===== config.mk =====
export PLATFORM = sky130hd
export DESIGN_NAME = lapd_win1_ctl
export DESIGN_NICKNAME = d
export VERILOG_FILES = /design/src/rtl/lapd_win1_ctl.sv
export SDC_FILE = /design/constraint.sdc
export NUM_CORES = 1
export LEC_CHECK = 0
export BUFFER_PORTS_ARGS = -buffer_cell sky130_fd_sc_hd__buf_2
export CORE_ASPECT_RATIO = 0.6
export CORE_MARGIN = 2
export CORE_UTILIZATION = 58
export DETAILED_ROUTE_END_ITERATION = 8
export GPL_TIMING_DRIVEN = 0
export HOLD_SLACK_MARGIN = 0.12
export PLACE_DENSITY_LB_ADDON = 0.2
export SYNTH_ARGS = -nofsm -noshare
export SYNTH_HDL_FRONTEND = slang
export SYNTH_SLANG_ARGS = --single-unit

===== constraint.sdc =====
create_clock -name clk -period 4.55 [get_ports clk]
set_input_delay 0.455 -clock clk [delete_from_list [all_inputs] [get_ports clk]]
set_output_delay 0.455 -clock clk [all_outputs]
set_load 0.02 [all_outputs]

===== src/rtl/lapd_win1_ctl.sv =====
module lapd_win1_ctl #(
  parameter int TW = 16,
  parameter int RW = 4
) (
  input  logic          clk,
  input  logic          rst_n,
  input  logic          tx_req,
  input  logic          tx_pf,
  input  logic          rx_valid,
  input  logic          rx_is_i,
  input  logic [2:0]    rx_ns,
  input  logic [2:0]    rx_nr,
  input  logic          rx_pf,
  input  logic          local_busy,
  input  logic [TW-1:0] t_limit,
  input  logic [RW-1:0] n2,
  output logic [7:0]    ctl_byte,
  output logic          ctl_valid,
  output logic          ctl_is_i,
  output logic          tx_refused,
  output logic          irq_ack,
  output logic          irq_fail,
  output logic          outstanding
);

  logic [2:0]    vs, vr;
  logic [TW-1:0] tmr;
  logic [RW-1:0] polls;

  wire       rx_i    = rx_valid & rx_is_i;
  wire       ack_hit = rx_valid & outstanding & (rx_nr == vs);
  wire       in_seq  = rx_i & ~local_busy & (rx_ns == vr);
  wire [2:0] vr_nx   = in_seq ? vr + 3'd1 : vr;
  wire       expire  = outstanding & ~ack_hit & ~rx_i & (tmr == '0);
  wire       give_up = expire & (polls == n2);
  wire       do_poll = expire & ~give_up;
  wire       send_i  = tx_req & ~outstanding & ~rx_i;
  wire [3:0] s_low   = local_busy ? 4'h5 : 4'h1;

  always_ff @(posedge clk) begin
    if (!rst_n) begin
      vs          <= '0;
      vr          <= '0;
      tmr         <= '0;
      polls       <= '0;
      outstanding <= 1'b0;
      ctl_byte    <= '0;
      ctl_valid   <= 1'b0;
      ctl_is_i    <= 1'b0;
      tx_refused  <= 1'b0;
      irq_ack     <= 1'b0;
      irq_fail    <= 1'b0;
    end else begin
      ctl_valid  <= send_i | do_poll | rx_i;
      ctl_is_i   <= send_i;
      tx_refused <= tx_req & ~send_i;
      irq_ack    <= ack_hit;
      irq_fail   <= give_up;
      vr         <= vr_nx;

      if (rx_i)         ctl_byte <= {vr_nx, rx_pf, s_low};
      else if (do_poll) ctl_byte <= {vr, 1'b1, s_low};
      else if (send_i)  ctl_byte <= {vr, tx_pf, vs, 1'b0};

      if (send_i) vs <= vs + 3'd1;

      if (send_i)                  outstanding <= 1'b1;
      else if (ack_hit | give_up)  outstanding <= 1'b0;

      if (send_i | do_poll)                 tmr <= t_limit;
      else if (outstanding && tmr != '0)    tmr <= tmr - TW'(1);

      if (send_i | ack_hit)  polls <= '0;
      else if (do_poll)      polls <= polls + RW'(1);
    end
  end

  a_r2_sent_i_is_outstanding: assert property (@(posedge clk) disable iff (!rst_n)
    (ctl_valid && ctl_is_i) |-> outstanding);

  a_r3_vs_follows_frame: assert property (@(posedge clk) disable iff (!rst_n)
    (ctl_valid && ctl_is_i) |-> (vs == ctl_byte[3:1] + 3'd1));

  a_r4_refusal_sends_no_i: assert property (@(posedge clk) disable iff (!rst_n)
    tx_refused |-> !(ctl_valid && ctl_is_i));

  a_r5_ack_clears: assert property (@(posedge clk) disable iff (!rst_n)
    irq_ack |-> !outstanding);

  a_r8_fail_clears: assert property (@(posedge clk) disable iff (!rst_n)
    irq_fail |-> !outstanding);

  a_r8_single_outcome: assert property (@(posedge clk) disable iff (!rst_n)
    $onehot0({irq_ack, irq_fail}));

  a_r10_vr_advances: assert property (@(posedge clk) disable iff (!rst_n)
    (rx_valid && rx_is_i && !local_busy && rx_ns == vr) |=> (vr == $past(vr) + 3'd1));

endmodule


; ---- Yosys cells after proc, flatten, opt, wreduce, memory -nomap -nowiden
; Cells that the tools add are included.
[totals]
register_bits = 40
inputBits = 34
out_inout_bits = 14
wordCells = 58
[op_classes]
n_addsub = 4
n_eq_ne = 3
n_mux = 9
bitwise_logic = 24
reduce_logical = 7
[op_table]
columns = cell, n
row1 = $mux 16, 2
row2 = $mux 8, 3
row3 = $logic_not 16->1, 1
row4 = $reduce_bool 16->1, 1
row5 = $sub 16x1->16 const B, 1
row6 = $and 1x1->1, 13
row7 = $not 1->1, 7
row8 = $add 3x1->3 const B, 2
row9 = $eq 3x3->1, 2
row10 = $mux 3, 2
row11 = $add 4x1->4 const B, 1
row12 = $eq 4x4->1, 1
row13 = $or 1x1->1, 4
row14 = $reduce_bool 2->1, 2
row15 = $reduce_bool 3->1, 1
row16 = $mux 1, 2
row17 = $reduce_or 2->1, 1
row18 = $logic_and 1x1->1, 1

; ---- Logic depth before layout (Yosys ltp)
[logic_depth]
depth_word = 11
depth_mapped = 8
mapped_depth_nobuf = 7

; ---- Worst setup path before layout
; OpenSTA, ideal clock, no wires.
[synth_timing]
path_type = register to register
start = register tmr[0]
end = register polls[3]
setup_ns = 0.070
arrival_ns = 2.123
t_required_ns = 4.480
path_slack_ns = 2.357
path_stages_with_launch = 9
period_less_slack_ns = 2.193
path_cell_list = dfxtp_1 > inv_1 > ha_1 > nor4b_4 > nand4_4 > or4_1 > buf_2 > or3_1 > a21oi_1
[synth_between]
elab_chain_cells = 5
[synth_rtl]
columns = element, line_no
row1 = from (decl), 27  ; logic [TW-1:0] tmr;
row2 = from (signal assigned), 70  ; if (send_i | do_poll) tmr <= t_limit;
row3 = from (signal assigned), 71  ; else if (outstanding && tmr != '0) tmr <= tmr - TW'(1);
row4 = $logic_not 16->1 (*), 34  ; wire expire = outstanding & ~ack_hit & ~rx_i & (tmr == '0);
row5 = $and 1x1->1 (*), 34
row6 = $and 1x1->1, 35  ; wire give_up = expire & (polls == n2);
row7 = $not 1->1, 36  ; wire do_poll = expire & ~give_up;
row8 = $and 1x1->1 (*), 36
row9 = to (signal assigned), 74  ; else if (do_poll) polls <= polls + RW'(1);
row10 = to (decl), 28  ; logic [RW-1:0] polls;
; Every way passes the cells marked *; elsewhere a longest branch is shown, timed or not.
; A chain may end at the register's enable or synchronous reset.

; ---- Worst setup path after layout
[layout_timing]
start = register tmr[0]
end = register tmr[9]
[layout_between]
elab_chain_cells = 7
elab_cells_between_ends = 12
[layout_rtl]
columns = element
row1 = branches (longest 7 deep; another with $sub 16x1->16)
; Several ways; the timed one is not identified. The select of a mux whose other input is x is not followed.

==> out/metrics.cfg <==
[run_status]
outcome = finished clean

[power_and_ir_drop]
power_density_nw_per_um2 = 365
internal_power_mw = 0.634
power_frac_comb_pct = 25.0
totalPowerFinal_mw = 0.937
vdd_drop_max_v = 0.000222
switching_share_pct = 32.3
p_seq_share_pct = 43.9
switchingPower_mw = 0.302
leakage_nw = 1.04
pwr-share-clk_pct = 31.0

[yosys]
ys.flop_type = dfxtp_1
synth_nets = 288
synth_top_area_cell = dfxtp_1
ys.warnings.count = 0
ys_seq_elements = 40
synth_cell_types = 52
syn_inst = 249
synth-async-reset-ratio_pct = 0
yosysSeqAreaShare_pct = 37.0
synth-edff-count = 0
syn_area_um2 = 2170
syn_area_per_cell_um2 = 8.70
synthTopCellsByArea = dfxtp_1 (37%), xor2_1 (5.3%), nor2_1 (5.2%), a21oi_1 (4.6%), nand2_1 (4.3%)
synth_top_area_share_pct = 37.0

[route]
wire_per_inst_um = 15.6
drtAntennaViolNets = 0
vias = 2074
drtIter0Drc = 186
drc = 0
vias_per_cell = 5.91
routed_wl_mm = 5.49
drtPass1Iterations = 5

[worst_setup_path]
regToRegSetupSlack_ns = 1.95
worstPathMaxFanout = 6
critical-path-max-stage-delay_ns = 0.63
cp.required_ns = 4.74
worstPathCellList = inv_1 > ha_1 > or4b_2 > nor2_1 > a21boi_0 > a311oi_1 > nor3_1
cp-end-kind = flop
critical_path.slowest_cell = or4b_2
cp-start-kind = flop
critPathArrivalTime_ns = 2.79
crit_type = reg2reg

[clock_tree]
numClockSinks = 40
cts-root-buf = clkbuf_8
cts_tree = yes
cts_setup_buffers = 0
htree_levels = 2
ctsHoldBuffers = 0
clock_path_buffers = 2
clk_pin_slew_ns = 0.08
cts-buffers-inserted = 5
clkLatencyLatePin_ns = 0.30
cts_resized = 0

[timing]
tightest_slew_ns = 1.03
setup_violations = 0
slew_viol_final = 0
hold_viol = 0
skew_ns = 0.00666
rsz0062_at_grt = no
fmax_ghz = 0.385
slew_headroom_pct = 30.8
period_share_pct = 57.1
period_minus_slack_ns = 2.60
setup_tns_ns = 0

[global_route]
grtUsageTotal_pct = 26.4
grt_antenna_before_repair = 0
first_global_vias = 1767
grt_overflow = 0
grt_pass1_wl_mm = 8.65
grt_max_degree = 13

[run]
cap_violations = 0

[die]
die_w_um = 82.9
rows = 17
dieArea_um2 = 4260
dieHeight_um = 51.3
initial_core_util_pct = 59.9
ios = 48
core_area_um2 = 3620

[layout]
antennaDiodeCount = 0
nets = 342
num-fill-cells = 307
layout-drive-gt1-share_pct = 24.3
final_common_cell = buf_2
area_delta_synth_final_pct = 18.5
layout_common_cells = buf_2 (50), dfxtp_1 (40), nor2_1 (30), nand2_1 (25), a21oi_1 (20)

[place]
io_buffers = 47
gp_congestion = 0.942
hpwl_mm = 4.06

[hold_path]
hold_path.class = in2reg

-- per-stage QoR --
| stage | instance area (µm²) | hold WS (ns) | utilization (%) | std cells | worst slack (ns) |
|---|---|---|---|---|---|
| 6_report | 2570 | 0.399 | 71.0 | 351 | 1.95 |
| 5_1_grt | 2570 | 0.395 | 71.0 | 351 | 1.71 |
| 4_1_cts | 2570 | 0.396 | 71.0 | 351 | 2.00 |
| 3_5_place_dp | 2460 | 0.449 | 68.1 | 343 | 1.93 |
| 3_3_place_gp | 2460 | 0.447 | 68.1 | 343 | 1.96 |
| 2_1_floorplan | 2170 | 0.470 | - | 249 | 2.36 |
-- routing by layer --
metal | up-vias | part of all wire (%) | wire, µm | global-route usage, %
met5 | - | 0 | 0 | 0
met2 | 110 | 39 | 2120 | 36.7
met4 | 0 | 1.2 | 64 | 8.74
met3 | 9 | 10 | 560 | 8.24
met1 | 925 | 50 | 2750 | 38.3
li1 | 1030 | - | - | -
-- flip-flops by register name, indices dropped and copies added, names as in the netlist --
signal       flops
tx_refused       1
tmr             16
vs               3
polls            4
ctl_byte         8
vr               3
outstanding      1
ctl_valid        1
irq_fail         1
ctl_is_i         1
irq_ack          1
-- worst paths after layout --
| check | startpoint | endpoint | cells past startpoint |
|---|---|---|---|
| setup / recovery | tmr[0] | tmr[9] | 7 |
| hold / removal | t_limit[4] | tmr[4] | 3 |
| setup reg to reg | tmr[0] | tmr[9] | 7 |
| hold reg to reg | ctl_byte[0] | ctl_byte[0] | 2 |
-- worst max-delay path, delay by kind of cell (launching register included) --
| kind | cells | cell delay, ns |
|---|---|---|
| fa+ha+maj | 1 | 0.22 |
| buf+inv | 1 | 0.11 |
| flops | 1 | 0.37 |
| compound gates | 2 | 0.74 |
| simple gates | 3 | 1.06 |
-- power by group through the flow --
stage | Combinational [mW] | Clock, mW | Sequential [mW]
2_1_floorplan | 0.160 | 0 | 0.420
3_3_place_gp | 0.225 | 0 | 0.417
3_5_place_dp | 0.228 | 0 | 0.418
4_1_cts | 0.230 | 0.291 | 0.410
5_1_grt | 0.257 | 0.306 | 0.416
6_report | 0.235 | 0.291 | 0.411
-- Yosys cell counts, types with 3 or more instances --
| cell type | number |
|---|---|
| or3_1 | 4 |
| a2111oi_0 | 4 |
| xor2_1 | 13 |
| nand3_1 | 3 |
| buf_2 | 3 |
| nor4_1 | 8 |
| ha_1 | 5 |
| nor2_1 | 30 |
| mux2i_1 | 4 |
| dfxtp_1 | 40 |
| nand2_1 | 25 |
| or4_1 | 4 |
| inv_1 | 4 |
| clkbuf_1 | 5 |
| a21oi_1 | 20 |
| a211oi_1 | 6 |
| nor3_1 | 8 |
| nor3b_1 | 4 |
| xnor2_1 | 7 |
| o21ai_0 | 11 |
| nand4_1 | 3 |
-- cell type report --
type	count	area (µm²)	share of cell area, %
Clock buffer	6	72.6	2.83
Clock inverter	2	35.0	1.36
Multi-Input combinational cell	196	1310	51.0
Tap cell	47	58.8	2.29
Inverter	4	15.0	0.585
Buffer	9	41.3	1.61
Sequential cell	40	801	31.2
Timing Repair Buffer	47	235	9.16
-- logic make-up after synthesis --
kind of cell             Yosys count  share of synthesized area, %
multiplexers                       6                          2.89
XOR/XNOR                          20                          8.08
buffers and inverters             13                          2.60
adder cells (fa/ha/maj)            5                          2.89
AO/OA/AOI/OAI                     57                          18.6
AND/OR/NAND/NOR                  108                          28.0
flip-flops                        40                          37.0
(Power assumes the default switching activity.)
